File: config.mk
export PLATFORM = sky130hd
export DESIGN_NAME = tdm_sync_gen
export DESIGN_NICKNAME = d
export VERILOG_FILES = /design/src/rtl/tdm_sync_pkg.sv /design/src/rtl/tdm_sync_ctrl.sv /design/src/rtl/tdm_sync_dp.sv /design/src/rtl/tdm_sync_gen.sv
export SDC_FILE = /design/constraint.sdc
export NUM_CORES = 1
export LEC_CHECK = 0
export BUFFER_PORTS_ARGS = -buffer_cell sky130_fd_sc_hd__buf_2
export CAP_MARGIN = 20
export CORE_UTILIZATION = 58
export CTS_CLUSTER_DIAMETER = 120
export DETAILED_ROUTE_END_ITERATION = 8
export GPL_ROUTABILITY_DRIVEN = 0
export PLACE_DENSITY = 0.78
export SKIP_CTS_REPAIR_TIMING = 1
export SLEW_MARGIN = 10
export SYNTH_ARGS = -nofsm -noshare
export SYNTH_HDL_FRONTEND = slang
export SYNTH_SLANG_ARGS = --single-unit
File: constraint.sdc
create_clock -name clk -period 3.01 [get_ports clk]
set_input_delay 0.4515 -clock clk [delete_from_list [all_inputs] [get_ports clk]]
set_output_delay 0.4515 -clock clk [all_outputs]
set_load 0.01 [all_outputs]
File: src/rtl/tdm_sync_pkg.sv
package tdm_sync_pkg;

  // Active rate index held by the control
  typedef enum logic [1:0] {
    IDX_SLOW = 2'd0,
    IDX_MID  = 2'd1,
    IDX_FAST = 2'd2
  } rateIdx_e;

  // Strobes from control to datapath
  typedef struct packed {
    logic restart;  // enter the sync bit now (frame boundary or realign)
    logic step;     // current bit period ends this cycle
    logic gate;     // sync allowed for the frame being entered
  } tdmStrobe_t;

endpackage

File: src/rtl/tdm_sync_ctrl.sv
module tdm_sync_ctrl
  import tdm_sync_pkg::*;
#(
  parameter int DIV_SLOW  = 20,
  parameter int DIV_MID   = 15,
  parameter int DIV_FAST  = 12,
  parameter int BITS_SLOW = 192,
  parameter int BITS_MID  = 256,
  parameter int BITS_FAST = 320,
  parameter bit REDUCED   = 1'b0,
  parameter int DW        = 5,
  parameter int BW        = 9
) (
  input  logic             clk,
  input  logic             rstN,
  input  logic [1:0]       rateSel,
  input  logic             netLock,
  input  logic             freeRun,
  input  logic             realign,
  input  logic             divLast,
  input  logic             bitPenult,
  output tdmStrobe_t       strobe,
  output logic [DW-1:0]    curDiv,
  output logic [BW-1:0]    curBits,
  output logic [BW-1:0]    nextBits
);

  rateIdx_e rateQ;
  rateIdx_e rateD;
  logic     boundary;
  logic     lockedRealign;

  function automatic rateIdx_e decodeSel(input logic [1:0] sel);
    case (sel)
      2'b00:   return REDUCED ? IDX_MID : IDX_SLOW;
      2'b10:   return IDX_FAST;
      default: return IDX_MID;
    endcase
  endfunction

  function automatic logic [DW-1:0] divOf(input rateIdx_e idx);
    case (idx)
      IDX_SLOW: return DW'(DIV_SLOW);
      IDX_FAST: return DW'(DIV_FAST);
      default:  return DW'(DIV_MID);
    endcase
  endfunction

  function automatic logic [BW-1:0] bitsOf(input rateIdx_e idx);
    case (idx)
      IDX_SLOW: return BW'(BITS_SLOW);
      IDX_FAST: return BW'(BITS_FAST);
      default:  return BW'(BITS_MID);
    endcase
  endfunction

  always_comb begin
    rateD          = decodeSel(rateSel);
    boundary       = divLast && bitPenult;
    lockedRealign  = realign && netLock;
    strobe.restart = boundary || lockedRealign;
    strobe.step    = divLast;
    strobe.gate    = netLock || freeRun;
    curDiv         = divOf(rateQ);
    curBits        = bitsOf(rateQ);
    nextBits       = bitsOf(rateD);
  end

  // Rate is only ever loaded when a sync bit begins
  always_ff @(posedge clk) begin
    if (!rstN) begin
      rateQ <= IDX_MID;
    end else if (strobe.restart) begin
      rateQ <= rateD;
    end
  end

  // the active rate is held between frame restarts
  a_r5_rate_held: assert property (@(posedge clk) disable iff (!rstN)
    !strobe.restart |=> $stable(rateQ));

  // an unlocked realign away from a boundary never restarts the frame
  a_r9_unlocked_realign: assert property (@(posedge clk) disable iff (!rstN)
    (realign && !netLock && !(divLast && bitPenult)) |-> !strobe.restart);

endmodule

File: src/rtl/tdm_sync_dp.sv
module tdm_sync_dp
  import tdm_sync_pkg::*;
#(
  parameter int DW       = 5,
  parameter int BW       = 9,
  parameter int RST_DIV  = 15,
  parameter int RST_BITS = 256
) (
  input  logic          clk,
  input  logic          rstN,
  input  tdmStrobe_t    strobe,
  input  logic [DW-1:0] curDiv,
  input  logic [BW-1:0] curBits,
  input  logic [BW-1:0] nextBits,
  output logic          divLast,
  output logic          bitPenult,
  output logic          bitClk,
  output logic          bitRise,
  output logic          bitFall,
  output logic          frameSync
);

  logic [DW-1:0] divCnt;
  logic [BW-1:0] bitCnt;
  logic [DW-1:0] halfDiv;
  logic          bitLast;

  always_comb begin
    halfDiv   = curDiv >> 1;
    divLast   = (divCnt == curDiv - DW'(1));
    bitPenult = (bitCnt == curBits - BW'(2));
    bitLast   = (bitCnt == curBits - BW'(1));
    bitRise   = (divCnt == '0);
    bitFall   = (divCnt == halfDiv);
    bitClk    = (divCnt < halfDiv);
  end

  // Reset parks the counters one cycle before a frame boundary,
  // so the first edge after reset enters the sync bit.
  always_ff @(posedge clk) begin
    if (!rstN) begin
      divCnt    <= DW'(RST_DIV - 1);
      bitCnt    <= BW'(RST_BITS - 2);
      frameSync <= 1'b0;
    end else if (strobe.restart) begin
      divCnt    <= '0;
      bitCnt    <= nextBits - BW'(1);
      frameSync <= strobe.gate;
    end else if (strobe.step) begin
      divCnt    <= '0;
      bitCnt    <= bitLast ? '0 : bitCnt + BW'(1);
      frameSync <= 1'b0;
    end else begin
      divCnt    <= divCnt + DW'(1);
    end
  end

  // a sync begins together with a bit-clock rise
  a_r3_sync_on_rise: assert property (@(posedge clk) disable iff (!rstN)
    $rose(frameSync) |-> (bitRise && bitClk));

  // the sync only ever occupies the last bit of a frame
  a_r3_sync_last_bit: assert property (@(posedge clk) disable iff (!rstN)
    frameSync |-> (bitCnt == curBits - BW'(1)));

  // edge strobes never coincide
  a_r6_strobes_exclusive: assert property (@(posedge clk) disable iff (!rstN)
    !(bitRise && bitFall));

  // counters stay inside the active rate's limits
  a_r5_counter_in_range: assert property (@(posedge clk) disable iff (!rstN)
    (bitCnt < curBits) && (divCnt < curDiv));

endmodule

File: src/rtl/tdm_sync_gen.sv
module tdm_sync_gen
  import tdm_sync_pkg::*;
#(
  parameter int DIV_SLOW  = 20,
  parameter int DIV_MID   = 15,
  parameter int DIV_FAST  = 12,
  parameter int BITS_SLOW = 192,
  parameter int BITS_MID  = 256,
  parameter int BITS_FAST = 320,
  parameter bit REDUCED   = 1'b0
) (
  input  logic       clk,
  input  logic       rstN,
  input  logic [1:0] rateSel,
  input  logic       netLock,
  input  logic       freeRun,
  input  logic       realign,
  output logic       bitClk,
  output logic       bitRise,
  output logic       bitFall,
  output logic       frameSync
);

  localparam int MAX_DIV_A = (DIV_SLOW > DIV_MID) ? DIV_SLOW : DIV_MID;
  localparam int MAX_DIV   = (MAX_DIV_A > DIV_FAST) ? MAX_DIV_A : DIV_FAST;
  localparam int MAX_BIT_A = (BITS_SLOW > BITS_MID) ? BITS_SLOW : BITS_MID;
  localparam int MAX_BITS  = (MAX_BIT_A > BITS_FAST) ? MAX_BIT_A : BITS_FAST;
  localparam int DW        = $clog2(MAX_DIV + 1);
  localparam int BW        = $clog2(MAX_BITS + 1);

  tdmStrobe_t    strobe;
  logic [DW-1:0] curDiv;
  logic [BW-1:0] curBits;
  logic [BW-1:0] nextBits;
  logic          divLast;
  logic          bitPenult;

  tdm_sync_ctrl #(
    .DIV_SLOW (DIV_SLOW),  .DIV_MID (DIV_MID),  .DIV_FAST (DIV_FAST),
    .BITS_SLOW(BITS_SLOW), .BITS_MID(BITS_MID), .BITS_FAST(BITS_FAST),
    .REDUCED  (REDUCED),   .DW      (DW),       .BW       (BW)
  ) u_ctrl (
    .clk      (clk),
    .rstN     (rstN),
    .rateSel  (rateSel),
    .netLock  (netLock),
    .freeRun  (freeRun),
    .realign  (realign),
    .divLast  (divLast),
    .bitPenult(bitPenult),
    .strobe   (strobe),
    .curDiv   (curDiv),
    .curBits  (curBits),
    .nextBits (nextBits)
  );

  tdm_sync_dp #(
    .DW(DW), .BW(BW), .RST_DIV(DIV_MID), .RST_BITS(BITS_MID)
  ) u_dp (
    .clk      (clk),
    .rstN     (rstN),
    .strobe   (strobe),
    .curDiv   (curDiv),
    .curBits  (curBits),
    .nextBits (nextBits),
    .divLast  (divLast),
    .bitPenult(bitPenult),
    .bitClk   (bitClk),
    .bitRise  (bitRise),
    .bitFall  (bitFall),
    .frameSync(frameSync)
  );

endmodule

==> flow_summary.toml <==
[route]
wl_per_cell_um = 15.1
drtPass1Iterations = 4
viasPerCell = 6.18
drt-total-wl_mm = 2.66
vias = 1087
drt_iter0_drc = 32
ant_nets = 0
drc = 0

[timing]
fin_crit_ns = 2.66
worst_pin_slew_ns = 0.524
maxSlewViolCount = 0
clock.fmax_ghz = 0.376
slew_headroom_pct = 64.7
finClkSkew_ns = 0.00223
setup_viol = 0
hold_viol_final = 0
worst_hold_slack_ns = 0.433
fin_tns_setup_ns = 0
grt_setup_unrepaired = "false"
fin_crit_sh_pct = 88.4

[min_path]
min_from = "rstN"
holdPathStages = 2
hold_path_end = "u_ctrl.rateQ[0]$_SDFFE_PN1P_"
min_path_type = "input pin to flip-flop"

[setup_path]
rr_worst_depth = 7
cp_max_fo = 11
start_kind = "flip-flop"
required_ns = 3.24
arrival_ns = 2.89
rr_startpoint = "u_ctrl.rateQ[0]$_SDFFE_PN1P_"
endpoint_kind = "flip-flop"
r2r-end = "u_dp.bitCnt[1]$_SDFFE_PN1P_"
reg2reg_slack_ns = 0.35
path_class = "flip-flop to flip-flop"

[run]
cap_viol_max_count = 0

[power]
pwr_density_cell_mw_per_mm2 = 930
clockPowerShare_pct = 10.9
p_int_w = 0.000621
swShare_pct = 47.6
max-vdd-ir-drop_mv = 0.609
p_seq_share_pct = 33.5
comb_power_share_pct = 55.6
p_switching_w = 0.000563
p_leak_nw = 0.559

[clock_tree]
cts_tree = "built"
cts_max_level = 1
clk_latency_ns = 0.29
cts_root_buf = "clkbuf_4"
cts_buffer_depth = 2
numCtsBuffers = 3
clk_pin_slew_ns = 0.11
clock_sinks = 17

[synth]
netlist.area_leader.share_pct = 28.8
synth_edf_count = 0
synth_fa_ha_area_share_pct = 7.42
synth_top_family_by_area = "simple AND/OR/NAND/NOR gates"
synth.area.top_cells = "dfxtp_1 29%, ha_1 7.4%, o21ai_0 4.2%"
synth-xor-area-share_pct = 3.71
async_flop_share_pct = 0
synth_compound_area_share_pct = 26.7
synth.distinct_cells = 53
synth_top_area_cell = "dfxtp_1"
yosys_most_used_dff = "dfxtp_1"
synth_warnings = 0
synth.area.mux_share_pct = 0
seq_area_frac_synth_pct = 28.8
synthesis.area_mm2 = 0.00118
syn_area_per_cell_um2 = 8.43
synthSimpleGateAreaFrac_pct = 28.4
synthCells = 140
synth_seq_cells = 17
syn-num-nets = 154

[layout]
final_cells = 176
final-seq-area_um2 = 340
final_cell_mix = "17 x dfxtp_1, 12 x nor2_1, 11 x nand2_1, 10 x o21ai_0, 10 x buf_2"
nNetsFinal = 166
drive_above_1_share_pct = 18.5
insertedDiodeCount = 0
area_growth_pct = 7.85
fillers = 163
multi_input_area_um2 = 782
mostFrequentLayoutCell = "dfxtp_1"

[placed_design]
place.port_buffers = 10
dp_hpwl_mm = 2.03
place_inst = 172

[floorplan]
num_rows = 15
initial_core_util_pct = 64.8
die_area_mm2 = 0.00222
pin_count = 11
core_mm2 = 0.00182
die_h_um = 47.1
die_w_um = 47.1

[global_route]
met2_usage_pct = 41.4
antenna_found_initial = 0
grt_most_used_layer = "met2"
grt_pass1_vias = 950
grtUsageTotal_pct = 27.0
grt_pass1_wl_mm = 4.16
use_met1_pct = 37.1
grt_use_met3_pct = 5.77
grt_max_degree = 14
grt_overflow = 0

[outcome]
outcome = "complete, no violations"
-- flip-flops by register name, indices dropped and copies added (netlist names) --
name            flops
u_dp.frameSync      1
u_dp.bitCnt         9
u_ctrl.rateQ        2
u_dp.divCnt         5
-- through the flow --
step	power (W)	setup WS, ns	util [%]	instance area (um2)
after floorplan	0.000889	0.672	-	1180
after global placement	0.00102	0.503	68.4	1240
after detailed placement	0.00105	0.414	68.4	1240
after CTS	0.00118	0.370	69.9	1270
after global routing	0.00128	0.209	69.9	1270
final	0.00118	0.349	69.9	1270
-- worst max-delay path, stage by stage (launching register included) --
cell,delay [ns]
dfxtp_1,0.43
or2_2,0.36
ha_1,0.32
or3b_1,0.47
nor3_1,0.37
o211ai_2,0.24
and2_4,0.25
a41oi_2,0.16
-- worst max path at each step --
stage,cells after the start,endpoint,startpoint,slack (ns)
global placement,7,u_dp.bitCnt[1]$_SDFFE_PN1P_,u_ctrl.rateQ[0]$_SDFFE_PN1P_,0.50
CTS,7,u_dp.bitCnt[1]$_SDFFE_PN1P_,u_ctrl.rateQ[0]$_SDFFE_PN1P_,0.37
finish,7,u_dp.bitCnt[1]$_SDFFE_PN1P_,u_ctrl.rateQ[0]$_SDFFE_PN1P_,0.35
detailed placement,7,u_dp.bitCnt[1]$_SDFFE_PN1P_,u_ctrl.rateQ[0]$_SDFFE_PN1P_,0.41
floorplan,8,u_dp.bitCnt[1]$_SDFFE_PN1P_,u_ctrl.rateQ[0]$_SDFFE_PN1P_,0.67
global route,7,u_dp.bitCnt[1]$_SDFFE_PN1P_,u_ctrl.rateQ[0]$_SDFFE_PN1P_,0.21
-- cell usage after synthesis (3+ instances only) --
| cell type | n |
|---|---|
| a21oi_1 | 4 |
| and4_1 | 3 |
| dfxtp_1 | 17 |
| ha_1 | 7 |
| inv_1 | 9 |
| nand2_1 | 11 |
| nand3_1 | 8 |
| nor2_1 | 12 |
| nor3_1 | 3 |
| o21ai_0 | 10 |
| xor2_1 | 3 |
-- cells by family after synthesis --
| kind of cell | Yosys count |
|---|---|
| flops | 17 |
| simple gates | 58 |
| buf+inv | 13 |
| compound gates | 40 |
| xor+xnor | 5 |
| fa+ha+maj | 7 |
-- layer usage --
layer  vias up  routed length (um)
met5         -                   0
met4         0                  40
met3         6                 123
met2        44                1240
met1       500                1260
li1        537                   -
-- power groups by stage --
stage | Combinational [W] | Sequential, W | Clock, W
finish | 0.000658 | 0.000397 | 0.000129
global route | 0.000732 | 0.000408 | 0.000135
CTS | 0.000655 | 0.000394 | 0.000127
detailed placement | 0.000649 | 0.000399 | 0
global placement | 0.000629 | 0.000392 | 0
floorplan | 0.000527 | 0.000362 | 0
-- area by class of cell --
type,count,area share (%)
Multi-Input combinational cell,110,61.5
Timing Repair Buffer,11,4.52
Clock inverter,1,0.393
Inverter,9,2.65
Clock buffer,3,1.77
Tap cell,25,2.46
Sequential cell,17,26.7
No activity file was read; power rests on OpenSTA's default activity.
